### src/rtl/rail_fault_supervisor_pkg.sv
package rail_fault_supervisor_pkg;

    typedef enum logic [2:0] {
        SUP_OFF          = 3'd0,
        SUP_ARMED        = 3'd1,
        SUP_WINDOW       = 3'd2,
        SUP_MAIN_TRIP    = 3'd3,
        SUP_LOGIC_WINDOW = 3'd4,
        SUP_ALL_TRIP     = 3'd5,
        SUP_HOT_TRIP     = 3'd6
    } sup_state_t;

    typedef enum logic [1:0] {
        CLS_NONE    = 2'b00,
        CLS_MAIN    = 2'b01,
        CLS_LOGIC   = 2'b10,
        CLS_THERMAL = 2'b11
    } fault_cls_t;

endpackage

### src/rtl/rail_fault_qualifier.sv
module rail_fault_qualifier (
    input  logic clk,
    input  logic rst_n,
    input  logic en,
    input  logic seq_done,
    input  logic dsw_low,
    input  logic short_boost,
    input  logic short_ppump,
    input  logic short_npump,
    input  logic short_logic,
    output logic main_flt,
    output logic logic_flt,
    output logic any_flt,
    output logic en_rise
);
    logic en_q;

    // Delayed switch still open after sequencing counts as a main-scope fault
    assign main_flt  = short_boost | short_ppump | short_npump | (seq_done & ~dsw_low);
    assign logic_flt = short_logic;
    assign any_flt   = main_flt | logic_flt;

    always_ff @(posedge clk or negedge rst_n) begin
        if (!rst_n) en_q <= 1'b0;
        else        en_q <= en;
    end

    assign en_rise = en & ~en_q;
endmodule

### src/rtl/rail_fault_window_timer.sv
module rail_fault_window_timer #(
    parameter int unsigned WIN_CYCLES = 5_000_000
) (
    input  logic clk,
    input  logic rst_n,
    input  logic clr,
    input  logic inc,
    output logic done
);
    localparam int unsigned CW = (WIN_CYCLES > 1) ? $clog2(WIN_CYCLES) : 1;
    localparam logic [CW-1:0] LAST = CW'(WIN_CYCLES - 1);

    logic [CW-1:0] cnt;

    always_ff @(posedge clk or negedge rst_n) begin
        if (!rst_n)       cnt <= '0;
        else if (clr)     cnt <= '0;
        else if (inc && cnt != LAST) cnt <= cnt + 1'b1;
    end

    assign done = (cnt == LAST);
endmodule

### src/rtl/rail_fault_fsm.sv
module rail_fault_fsm
    import rail_fault_supervisor_pkg::*;
(
    input  logic       clk,
    input  logic       rst_n,
    input  logic       en,
    input  logic       en_rise,
    input  logic       over_temp,
    input  logic       any_flt,
    input  logic       logic_flt,
    input  logic       win_done,
    output logic       win_clr,
    output logic       win_inc,
    output logic       main_off,
    output logic       logic_off,
    output logic [1:0] fault_class
);
    sup_state_t st, nxt;

    // State register
    always_ff @(posedge clk or negedge rst_n) begin
        if (!rst_n) st <= SUP_OFF;
        else        st <= nxt;
    end

    // Next state and window control
    always_comb begin
        nxt     = st;
        win_clr = 1'b1;
        win_inc = 1'b0;
        if (over_temp) begin
            nxt = SUP_HOT_TRIP;
        end else begin
            unique case (st)
                SUP_OFF: begin
                    if (en) nxt = SUP_ARMED;
                end
                SUP_ARMED: begin
                    if (!en)          nxt = SUP_OFF;
                    else if (any_flt) nxt = SUP_WINDOW;
                end
                SUP_WINDOW: begin
                    if (!en)           nxt = SUP_OFF;
                    else if (!any_flt) nxt = SUP_ARMED;
                    else if (win_done) nxt = logic_flt ? SUP_ALL_TRIP : SUP_MAIN_TRIP;
                    else begin
                        win_clr = 1'b0;
                        win_inc = 1'b1;
                    end
                end
                SUP_MAIN_TRIP: begin
                    if (en_rise)               nxt = SUP_ARMED;
                    else if (en && logic_flt)  nxt = SUP_LOGIC_WINDOW;
                end
                SUP_LOGIC_WINDOW: begin
                    if (en_rise)                  nxt = SUP_ARMED;
                    else if (!en || !logic_flt)   nxt = SUP_MAIN_TRIP;
                    else if (win_done)            nxt = SUP_ALL_TRIP;
                    else begin
                        win_clr = 1'b0;
                        win_inc = 1'b1;
                    end
                end
                SUP_ALL_TRIP, SUP_HOT_TRIP: begin
                    if (en_rise) nxt = SUP_ARMED;
                end
                default: nxt = SUP_OFF;
            endcase
        end
    end

    // Outputs decoded from the state
    always_comb begin
        main_off    = 1'b1;
        logic_off   = 1'b0;
        fault_class = CLS_NONE;
        unique case (st)
            SUP_OFF: ;
            SUP_ARMED, SUP_WINDOW: main_off = 1'b0;
            SUP_MAIN_TRIP, SUP_LOGIC_WINDOW: fault_class = CLS_MAIN;
            SUP_ALL_TRIP: begin
                logic_off   = 1'b1;
                fault_class = CLS_LOGIC;
            end
            SUP_HOT_TRIP: begin
                logic_off   = 1'b1;
                fault_class = CLS_THERMAL;
            end
            default: ;
        endcase
    end
endmodule

### src/rtl/rail_fault_supervisor.sv
module rail_fault_supervisor #(
    parameter int unsigned WIN_CYCLES = 5_000_000
) (
    input  logic       clk,
    input  logic       rst_n,
    input  logic       en,
    input  logic       seq_done,
    input  logic       dsw_low,
    input  logic       short_boost,
    input  logic       short_ppump,
    input  logic       short_npump,
    input  logic       short_logic,
    input  logic       over_temp,
    output logic       main_off,
    output logic       logic_off,
    output logic [1:0] fault_class
);
    logic main_flt, logic_flt, any_flt, en_rise;
    logic win_clr, win_inc, win_done;

    rail_fault_qualifier u_qual (
        .clk         (clk),
        .rst_n       (rst_n),
        .en          (en),
        .seq_done    (seq_done),
        .dsw_low     (dsw_low),
        .short_boost (short_boost),
        .short_ppump (short_ppump),
        .short_npump (short_npump),
        .short_logic (short_logic),
        .main_flt    (main_flt),
        .logic_flt   (logic_flt),
        .any_flt     (any_flt),
        .en_rise     (en_rise)
    );

    rail_fault_window_timer #(.WIN_CYCLES(WIN_CYCLES)) u_timer (
        .clk   (clk),
        .rst_n (rst_n),
        .clr   (win_clr),
        .inc   (win_inc),
        .done  (win_done)
    );

    rail_fault_fsm u_fsm (
        .clk         (clk),
        .rst_n       (rst_n),
        .en          (en),
        .en_rise     (en_rise),
        .over_temp   (over_temp),
        .any_flt     (any_flt),
        .logic_flt   (logic_flt),
        .win_done    (win_done),
        .win_clr     (win_clr),
        .win_inc     (win_inc),
        .main_off    (main_off),
        .logic_off   (logic_off),
        .fault_class (fault_class)
    );

    logic unused_main;
    assign unused_main = main_flt;
endmodule

### config.mk
export PLATFORM = sky130hd
export DESIGN_NAME = rail_fault_supervisor
export DESIGN_NICKNAME = d
export VERILOG_FILES = /design/src/rtl/rail_fault_supervisor_pkg.sv /design/src/rtl/rail_fault_qualifier.sv /design/src/rtl/rail_fault_window_timer.sv /design/src/rtl/rail_fault_fsm.sv /design/src/rtl/rail_fault_supervisor.sv
export SDC_FILE = /design/constraint.sdc
export NUM_CORES = 1
export LEC_CHECK = 0
export ABC_AREA = 0
export BUFFER_PORTS_ARGS = -buffer_cell sky130_fd_sc_hd__buf_4
export CAP_MARGIN = 25
export CORE_ASPECT_RATIO = 1.75
export CORE_UTILIZATION = 59
export DETAILED_ROUTE_END_ITERATION = 10
export GPL_ROUTABILITY_DRIVEN = 1
export GPL_TIMING_DRIVEN = 0
export PLACE_DENSITY = 0.79
export SYNTH_ARGS = -nofsm -noshare
export SYNTH_HDL_FRONTEND = slang
export SYNTH_SLANG_ARGS = --single-unit
### constraint.sdc
create_clock -name clk -period 3 [get_ports clk]
set_input_delay 0.3 -clock clk [delete_from_list [all_inputs] [get_ports clk]]
set_output_delay 0.3 -clock clk [all_outputs]
set_load 0.01 [all_outputs]
==> run_results.csv, run 1 <==
group,metric,value,unit
synthesis,yosysUniqueCellTypes,42,
hold_path,hp-start,"en",
power_and_ir_drop,power_leakage,0.000694,µW
drt,via_per_inst,5.96,
clocking,cts_buffers,3,
hold_path,hold_path.class,"primary input to register",
synthesis,synth_cells,172,
floorplanning,die_area,0.00288,mm²
worst_setup_path,path_max_fanout,10,
power_and_ir_drop,irDropWorstVdd,0.000550,V
finish,syn2layout_area_growth,11.9,%
worst_setup_path,path_cells,"ha_1 > nand3_2 > nor3_1 > o221ai_1 > mux2i_1",
drt,post_drt_wl_per_cell,15.4,µm
synthesis,ys.warnings.count,0,
finish,drive_above_1_share,15.8,%
floorplanning,initial_core_util,62.4,%
global_route,grt_usage,27.5,%
timing,skew,0.00408,ns
worst_setup_path,worstSetupStartpointType,"register",
clocking,cts_num_sinks,27,
synthesis,yosysTopAreaCell,"dfrtp_1",
clocking,root_buffer,"clkbuf_8",
place,port_buffers,13,
finish,regArea,676,µm²
timing,period_minus_slack,1.92,ns
synthesis,async_flop_share,100,%
clocking,htreeDepth,1,
finish,layout.cells.non_filler,216,
finish,final_nets,202,
place,routabilityCongestion,0.763,
global_route,grt_pass1_vias,1358,
drt,dr.pass1.iters,4,
worst_setup_path,rr_worst_depth,5,
hold_path,whs_endpoint,"u_qual.en_q",
clocking,cts_max_path_buffers,2,
finish,fin_area,0.00176,mm²
clocking,ctsResizeCount,0,
timing,slew_viol_final,0,
synthesis,synth_ff_type,"dfrtp_1",
worst_setup_path,crit_path_end_kind,"register",
floorplanning,row_count,24,
power_and_ir_drop,power_density,568,mW/mm²
place,dp_cells,211,
hold_path,whs_path_depth,1,
synthesis,synthDominantCellAreaShare,43.0,%
drt,route.detailed.drc,0,
worst_setup_path,worstSetupPathType,"register to register",
timing,setup_viol,0,
worst_setup_path,arrival,2.06,ns
global_route,antenna_found_initial,0,
clocking,clk_pin_slew,0.09,ns
synthesis,synth_top_cells_by_count,"nor2_1, dfrtp_1, xnor2_1",
finish,multi_input_area,807,µm²
timing,tns,0,ns
synthesis,ys_top_cells_by_area,"dfrtp_1, xnor2_1, nor2_1, buf_6, mux2i_1",
global_route,grt-ovfl-total,0,
drt,first_iter_violations,18,
worst_setup_path,ff2ff_setup_slack,1.08,ns
clocking,hold_buffers,1,
synthesis,synth.yosys.seq_area_share,43.0,%
synthesis,syn_avg_cell_area,9.14,µm²
clocking,clock_latency,0.27,ns
clocking,cts_setup_buffers,0,
floorplanning,die_h,70.3,µm
worst_setup_path,regToRegStartpoint,"u_timer.cnt[0]",
clocking,cts_tree,"yes",
floorplanning,io_pins,14,
drt,wirelength,3.33,mm
synthesis,synth_most_common_cell,"nor2_1",
synthesis,synth.cell_area,0.00157,mm²
timing,final_hold_viol_count,0,
finish,antenna_cells,0,
drt,postRouteAntennaNets,0,
floorplanning,fp.coreArea,0.00252,mm²
timing,rsz0062_at_grt,"no",
run,cap_violations,0,
power_and_ir_drop,power,1000,µW
synthesis,synth_seq_cells,27,
timing,slew_headroom,62.7,%
worst_setup_path,critPathMaxStageDelay,0.44,ns
place,dpl_cell_area,0.00170,mm²
worst_setup_path,cp.required,3.14,ns
timing,max_slew.worst_pin.slew,0.560,ns
timing,fin_crit_sh,64.1,%
floorplanning,die_x,41.0,µm
global_route,grt_max_degree,28,
drt,vias,1287,
worst_setup_path,rr_endpoint,"u_fsm.st[2]",
global_route,grt_pass1_wl,5.66,mm
synthesis,synth-edff-count,0,
synthesis,synth_nets,183,
finish,fill_cells,213,
timing,fmax,0.520,GHz
place,dp_hpwl,2.59,mm
status,status,"completed",
worst_setup_path,slowest_stage,"dfrtp_1",
## power by group
| group | internal (µW) | switching (µW) |
|---|---|---|
| clock network | 92.8 | 109 |
| logic | 192 | 208 |
| registers | 384 | 13.9 |
## through the flow
stage	hold WS, ns	setup slack, ns	util [%]
global route	0.191	0.969	69.7
detailed placement	0.233	1.08	67.5
global placement	0.222	1.12	67.5
finish	0.194	1.08	69.7
CTS	0.191	1.07	69.7
floorplan	0.00441	1.34	-
## critical path: cells and delay by family (launching register included)
kind	cells	cell delay, ns
AND/OR/NAND/NOR	2	0.59
adder cells (fa/ha/maj)	1	0.25
flip-flops	1	0.44
AO/OA/AOI/OAI	1	0.31
multiplexers	1	0.20
## final cells by class
| cell class | instances | share of cell area, % |
|---|---|---|
| Clock buffer | 3 | 2.35 |
| Inverter | 7 | 1.49 |
| Tap cell | 26 | 1.85 |
| Multi-Input combinational cell | 130 | 45.9 |
| Buffer | 8 | 3.63 |
| Sequential cell | 27 | 38.4 |
| Clock inverter | 1 | 0.284 |
| Timing Repair Buffer | 14 | 6.12 |
## how the worst max path moves through the flow
stage	start	endpoint	slack [ns]	cells after the start
finish	u_timer.cnt[0]	u_fsm.st[2]	1.08	5
global route	u_timer.cnt[0]	u_fsm.st[2]	0.97	5
CTS	u_timer.cnt[0]	u_fsm.st[2]	1.07	5
detailed placement	u_timer.cnt[0]	u_fsm.st[2]	1.08	5
floorplan	u_fsm.st[1]	u_timer.cnt[10]	1.34	8
global placement	u_timer.cnt[0]	u_fsm.st[2]	1.12	5
## logic make-up (layout without fill, tap and decap cells)
group	Yosys count	count (layout)	share of synthesized area (%)
buf+inv	15	33	5.73
mux	4	4	2.55
xor+xnor	22	22	12.3
compound gates	15	15	6.52
flops	27	27	43.0
simple gates	88	88	29.2
fa+ha+maj	1	1	0.795
## placed cells by master, fill, tap and decap left out, types with 3 or more instances in the layout
cell type   n
clkbuf_8    3
buf_4      14
nor4_1      3
and3_1      3
o21ai_0     4
nor2_1     31
inv_1       7
buf_6       4
xor2_1      4
nand2_1     8
clkbuf_1    3
nand3_1     8
dfrtp_1    27
nor2b_1     4
nor2_2      3
nor3_1      8
nand4_1     4
xnor2_1    18
mux2i_1     4
## per-layer routing
metal / vias up / wire length, µm / GRT usage [%]
met5: - / 0 / 0
met4: 0 / 115 / 11.1
met3: 10 / 79 / 3.81
met2: 30 / 1920 / 48.4
met1: 631 / 1220 / 29.5
li1: 616 / - / -
## sequential cells by signal (all words and copies together), names as in the netlist
signal	flops
u_timer.cnt	23
u_qual.en_q	1
u_fsm.st	3
Note: power is estimated with default switching activity, not from simulation.
==> inputs of run 2 (changes only) <==
--- a/config.mk
+++ b/config.mk
@@ -5,15 +5,15 @@
 export SDC_FILE = /design/constraint.sdc
 export NUM_CORES = 1
 export LEC_CHECK = 0
-export ABC_AREA = 0
+export ABC_AREA = 1
 export BUFFER_PORTS_ARGS = -buffer_cell sky130_fd_sc_hd__buf_4
 export CAP_MARGIN = 25
 export CORE_ASPECT_RATIO = 1.75
-export CORE_UTILIZATION = 59
+export CORE_UTILIZATION = 53
 export DETAILED_ROUTE_END_ITERATION = 10
 export GPL_ROUTABILITY_DRIVEN = 1
 export GPL_TIMING_DRIVEN = 0
-export PLACE_DENSITY = 0.79
+export PLACE_DENSITY = 0.75
 export SYNTH_ARGS = -nofsm -noshare
 export SYNTH_HDL_FRONTEND = slang
 export SYNTH_SLANG_ARGS = --single-unit
==> constraint.sdc (replaced) <==
create_clock -name clk -period 1.7 [get_ports clk]
set_input_delay 0.17 -clock clk [delete_from_list [all_inputs] [get_ports clk]]
set_output_delay 0.17 -clock clk [all_outputs]
set_load 0.01 [all_outputs]
==> run 2 against run 1 <==
Net effect:
- cell count up 46%
- combinational power up 78%
- routed wire length up 19%
- non-clock buffer count down 2
- largest cell class unchanged
- sequential share of layout area down 5.2 points
- global-route usage down 1.3 points
- sequential cell count unchanged
- clock skew down 0.0027 ns
- via count up 25%
- critical endpoint is now u_timer.cnt[16]
==> run_results.csv, run 2 <==
group,metric,value,unit
hold_path,whs_path_depth,1,
finish,largest_reg_flops,23,
finish,syn2layout_area_growth,16.2,%
power_and_ir_drop,power.switching,681,µW
power_and_ir_drop,seq_power_share,40.7,%
drt,dr.pass1.iters,4,
synthesis,synth.cell_area,0.00176,mm²
global_route,grt-ovfl-total,0,
finish,final_nets,284,
power_and_ir_drop,p_clk_share,20.4,%
synthesis,yosysTopAreaCell,"dfrtp_1",
clocking,htreeDepth,1,
global_route,grt_usage,26.3,%
place,dpl_cell_area,0.00191,mm²
worst_setup_path,path_cells,"inv_2 > nor3_4 > nand2_2 > nor2_2 > nand2_1 > nand2_2 > nand2_4 > buf_6 > nor2_2",
finish,fin_area,0.00204,mm²
clocking,clk_pin_slew,0.09,ns
global_route,grt_pass1_vias,1604,
drt,via_per_inst,5.13,
place,port_buffers,13,
timing,skew,0.00138,ns
synthesis,synth_seq_cells,27,
synthesis,synth_nets,262,
timing,period_minus_slack,1.62,ns
place,dp_hpwl,3.11,mm
power_and_ir_drop,power_leakage,0.000915,µW
global_route,antenna_found_initial,0,
drt,route.detailed.drc,0,
drt,first_iter_violations,35,
floorplanning,io_pins,14,
clocking,clock_latency,0.28,ns
synthesis,ys.warnings.count,0,
worst_setup_path,rr_worst_depth,9,
finish,regMostFlops,"u_timer.cnt",
synthesis,synth-edff-count,0,
worst_setup_path,worstSetupPathType,"register to register",
power_and_ir_drop,p_int,1150,µW
timing,final_hold_viol_count,0,
worst_setup_path,cp_top_family,"simple AND/OR/NAND/NOR gates",
synthesis,synthDominantCellAreaShare,38.4,%
clocking,cts_tree,"yes",
worst_setup_path,arrival,1.83,ns
synthesis,synth_ff_type,"dfrtp_1",
floorplanning,initial_core_util,56.0,%
worst_setup_path,path_max_fanout,10,
timing,fin_crit_sh,95.1,%
timing,max_slew.worst_pin.slew,0.342,ns
worst_setup_path,cp_num_cells,9,
clocking,root_buffer,"clkbuf_8",
floorplanning,die_h,78.2,µm
finish,layout_common_cells,"nand2_1, nor2_1, inv_1, nand3_1, dfrtp_1",
clocking,cts_buffers,3,
synthesis,synth_cells,251,
drt,post_drt_wl_per_cell,12.6,µm
power_and_ir_drop,switching_share,37.1,%
global_route,grt_pass1_wl,6.76,mm
finish,antenna_cells,0,
timing,holdWs,0.0550,ns
worst_setup_path,worstSetupStartpointType,"register",
floorplanning,die_x,45.6,µm
run,cap_violations,0,
place,routabilityCongestion,0.911,
timing,fmax,0.619,GHz
synthesis,async_flop_share,100,%
power_and_ir_drop,irDropWorstVdd,0.000737,V
clocking,cts_max_path_buffers,2,
timing,setup_viol,0,
global_route,grt_max_degree,28,
clocking,cts_num_sinks,27,
worst_setup_path,slowest_stage,"dfrtp_2",
finish,fin_util,65.1,%
drt,vias,1615,
worst_setup_path,cp.required,1.92,ns
synthesis,yosysUniqueCellTypes,23,
synthesis,syn_avg_cell_area,7.01,µm²
drt,wirelength,3.96,mm
status,status,"completed",
timing,slew_headroom,77.2,%
finish,final_common_cell,"nand2_1",
synthesis,synth_most_common_cell,"nand2_1",
worst_setup_path,critPathMaxStageDelay,0.46,ns
timing,slew_viol_final,0,
synthesis,synth.yosys.seq_area_share,38.4,%
finish,top_regs,"u_timer.cnt x23, u_fsm.st x3, u_qual.en_q x1",
hold_path,hold_path.class,"primary input to register",
floorplanning,row_count,27,
floorplanning,fp.coreArea,0.00314,mm²
worst_setup_path,crit_path_end_kind,"register",
synthesis,ys_top_cells_by_area,"dfrtp_1, nand2_1, nor2_1, nand3_1, inv_1",
floorplanning,die_area,0.00356,mm²
power_and_ir_drop,power_density,897,mW/mm²
drt,postRouteAntennaNets,0,
synthesis,synth_top_cells_by_count,"nand2_1, nor2_1, inv_1, nand3_1, dfrtp_1",
finish,drive_above_1_share,18.8,%
power_and_ir_drop,power_frac_comb,38.9,%
worst_setup_path,crit_buf_inv,2,
[run 2: cell count changes in the layout (fill, tap and decap cells not counted), sizes merged, moves of 5 or more]
cell / change
xnor2: -11
inv: +29
nand3: +20
nand2: +54
nor2b: -5
nor2: +19
[run 2: cell type report]
type	instances	area, µm²
multi-input cells	185	971
well taps	43	53.8
inverters	36	135
clock buffers	4	45.0
repair buffers	17	130
plain buffers	3	30.0
fillers	307	1100
flip-flops and latches	27	679
[run 2: metrics by stage]
step / TNS (ns) / cells / power (µW) / worst slack (ns)
2_1_floorplan: 0 / 251 / 1180 / 0.115
3_3_place_gp: -2.71 / 307 / 1400 / -0.150
3_5_place_dp: -3.26 / 307 / 1400 / -0.178
4_1_cts: 0 / 313 / 1770 / 0.0120
5_1_grt: -0.0201 / 315 / 1930 / -0.0117
6_report: 0 / 315 / 1830 / 0.0836
[run 2: metal layers]
layer  track usage (%)  part of all wire, %  vias to the layer above
li1                  -                    -                      825
met1              26.3                   37                      737
met2              48.6                   57                       36
met3              2.99                  1.7                       17
met4              13.9                  4.3                        0
met5                 0                    0                        -
[run 2: timing repair]
item                                   in CTS  in global routing
pin swaps                                   0                  2
setup endpoints to repair                  26                 23
endpoints found under the hold margin      27                  0
hold buffers                                1                  0
setup buffers                               1                  2
resized for setup                           4                  9
cloned                                      0                  0
[run 2: cell families after synthesis]
family          Yosys count  synth area share [%]
xor+xnor                 13                  6.47
simple gates            163                  42.2
compound gates            8                  2.77
flops                    27                  38.4
fa+ha+maj                 1                 0.711
buf+inv                  39                  9.39
[run 2: power groups by stage]
stage	registers (µW)	logic [µW]	clock network, µW
after global routing	753	786	396
after CTS	725	677	370
final	746	714	374
after floorplan	730	448	0
after detailed placement	741	663	0
after global placement	741	660	0
[run 2: worst register-to-register path: cells and delay by family (launching register included)]
family,cells,cell delay [ns]
and+or+nand+nor,7,0.85
DFF,1,0.46
buffers and inverters,2,0.23
[run 2: path summary, 6_finish.rpt]
| kind | end | slack, ns | start |
|---|---|---|---|
| min in group asynchronous | u_timer.cnt[8] | 0.34 | rst_n |
| max reg2reg | u_timer.cnt[16] | 0.08 | u_fsm.st[1] |
| max | u_timer.cnt[16] | 0.08 | u_fsm.st[1] |
| max in group asynchronous | u_fsm.st[1] | 1.09 | rst_n |
| min | u_qual.en_q | 0.05 | en |
| min reg2reg | u_timer.cnt[21] | 0.56 | u_timer.cnt[21] |
==> inputs of run 3 (changes only) <==
--- a/config.mk
+++ b/config.mk
@@ -9,11 +9,12 @@
 export BUFFER_PORTS_ARGS = -buffer_cell sky130_fd_sc_hd__buf_4
 export CAP_MARGIN = 25
 export CORE_ASPECT_RATIO = 1.75
-export CORE_UTILIZATION = 53
+export CORE_MARGIN = 4
+export CORE_UTILIZATION = 59
 export DETAILED_ROUTE_END_ITERATION = 10
 export GPL_ROUTABILITY_DRIVEN = 1
 export GPL_TIMING_DRIVEN = 0
-export PLACE_DENSITY = 0.75
+export PLACE_DENSITY = 0.79
 export SYNTH_ARGS = -nofsm -noshare
 export SYNTH_HDL_FRONTEND = slang
 export SYNTH_SLANG_ARGS = --single-unit
==> constraint.sdc (replaced) <==
create_clock -name clk -period 1.8 [get_ports clk]
set_input_delay 0.18 -clock clk [delete_from_list [all_inputs] [get_ports clk]]
set_output_delay 0.18 -clock clk [all_outputs]
set_load 0.01 [all_outputs]
==> run 3 against run 2 <==
Net effect:
- sequential power shrank 7.5%
- cell count decreased by 5.4%
- worst hold slack better by 0.017 ns
- sequential cell count unchanged
- count of clock-buffer cells in the layout unchanged
- critical endpoint is now u_timer.cnt[13]
- highest routed layer unchanged
- largest cell class unchanged
==> run_results.csv, run 3 (synthesized netlist as in run 2, its figures left out) <==
group,metric,value,unit
global_route,grt_pass1_wl,7.07,mm
finish,layout.cells.non_filler,298,
timing,fmax,0.608,GHz
finish,top_regs,"u_timer.cnt x23, u_fsm.st x3, u_qual.en_q x1",
run,cap_violations,0,
clocking,cts_max_path_buffers,2,
global_route,grt_pass1_vias,1611,
floorplanning,row_count,26,
timing,fin_crit_sh,91.4,%
clocking,htreeDepth,1,
finish,antenna_cells,0,
global_route,grt-ovfl-total,0,
worst_setup_path,worstSetupStartpoint,"u_timer.cnt[0]",
floorplanning,io_pins,14,
finish,layout_common_cells,"nand2_1, nor2_1, inv_1, nand3_1, dfrtp_1",
drt,via_per_inst,5.49,
place,port_buffers,13,
drt,vias,1636,
place,routabilityCongestion,0.887,
finish,final_common_cell,"nand2_1",
worst_setup_path,worstSetupStartpointType,"register",
drt,wirelength,4.02,mm
finish,final_nets,282,
floorplanning,die_h,80.2,µm
worst_setup_path,rr_worst_depth,9,
worst_setup_path,crit_path_end_kind,"register",
timing,setup_viol,0,
place,dp_cells,292,
global_route,grt_usage,23.7,%
timing,slew_viol_final,0,
global_route,antenna_found_initial,0,
timing,skew,0.00504,ns
floorplanning,initial_core_util,60.8,%
finish,drive_above_1_share,16.3,%
clocking,cts_tree,"yes",
power_and_ir_drop,power_density,843,mW/mm²
worst_setup_path,endpoint,"u_timer.cnt[13]",
power_and_ir_drop,irDropWorstVdd,0.000764,V
drt,route.detailed.drc,0,
finish,regMostFlops,"u_timer.cnt",
clocking,clock_latency,0.27,ns
clocking,cts_num_sinks,27,
drt,first_iter_violations,41,
worst_setup_path,worstSetupPathType,"register to register",
worst_setup_path,path_max_fanout,10,
drt,post_drt_wl_per_cell,13.5,µm
status,status,"completed",
worst_setup_path,regToRegStartpoint,"u_timer.cnt[0]",
finish,largest_reg_flops,23,
clocking,clk_pin_slew,0.08,ns
timing,period_minus_slack,1.65,ns
timing,slew_headroom,73.0,%
finish,syn2layout_area_growth,12.0,%
floorplanning,fp.coreArea,0.00290,mm²
worst_setup_path,cp.required,1.96,ns
clocking,cts_buffers,3,
drt,dr.pass1.iters,4,
hold_path,hold_path.class,"primary input to register",
timing,final_hold_viol_count,0,
worst_setup_path,ff2ff_setup_slack,0.15,ns
timing,rsz0062_at_grt,"no",
floorplanning,die_x,49.3,µm
global_route,grt_max_degree,28,
floorplanning,die_area,0.00395,mm²
clocking,root_buffer,"clkbuf_8",
place,dp_hpwl,3.18,mm
drt,postRouteAntennaNets,0,
worst_setup_path,arrival,1.81,ns
power_and_ir_drop,power_leakage,0.000905,µW
timing,max_slew.worst_pin.slew,0.401,ns
power_and_ir_drop,power,1660,µW
worst_setup_path,rr_endpoint,"u_timer.cnt[13]",
[run 3: cell count changes in the layout (fill, tap and decap cells not counted), moves of 2 or more]
cell | previous run | this run
nor3_2 | 4 | 1
buf_4 | 17 | 15
dfrtp_1 | 24 | 26
dfrtp_2 | 3 | 1
nor3_1 | 4 | 7
[run 3: worst min path at each step]
stage,endpoint,from,cells past startpoint
2_1_floorplan,u_fsm.st[0],rst_n,0
6_report,u_qual.en_q,en,1
3_5_place_dp,u_timer.cnt[9],rst_n,1
5_1_grt,u_qual.en_q,en,1
4_1_cts,u_qual.en_q,en,1
3_3_place_gp,u_timer.cnt[10],rst_n,1
[run 3: worst max-delay path, stage by stage (launching register included)]
cell and delay, ns:
dfrtp_2 0.39, ha_2 0.23, nand3_2 0.17, nor2_1 0.14
nand3_1 0.12, nand2_1 0.12, nand2_2 0.07, nand2_4 0.09
buf_6 0.17, nor2_2 0.05
[run 3: stage by stage]
step	setup slack, ns	area [µm²]	hold slack (ns)	util (%)	TNS [ns]
after floorplan	0.215	1760	-0.116	-	0
after global placement	-0.114	1890	0.109	65.3	-1.84
after detailed placement	-0.123	1890	0.114	65.3	-2.03
after CTS	0.0233	1950	0.0706	67.5	0
after global routing	0.00238	1970	0.0715	68.1	0
final	0.154	1970	0.0724	68.1	0
[run 3: repair_timing]
item / CTS / global route
hold buffers: 1 / 0
pin swaps: 0 / 0
setup endpoints to repair: 23 / 21
setup buffers: 0 / 1
hold endpoints to repair: 27 / 0
resized for setup: 2 / 3
[run 3: power breakdown]
part	switching (µW)	total, µW	internal (µW)
registers	48.2	690	642
logic	378	633	255
clock network	179	338	158
[run 3: routing by layer]
metal	vias to the layer above	wire (µm)	track usage, %
met1	740	1430	23.9
met2	49	2180	45.2
met3	23	145	2.04
li1	824	-	-
met4	0	259	15.4
met5	-	0	0
[run 3: layout make-up]
cell class | instances | area, µm²
multi-input cells | 185 | 933
fillers | 255 | 925
flip-flops and latches | 27 | 677
inverters | 36 | 135
repair buffers | 15 | 115
clock buffers | 4 | 45.0
well taps | 28 | 35.0
plain buffers | 3 | 30.0
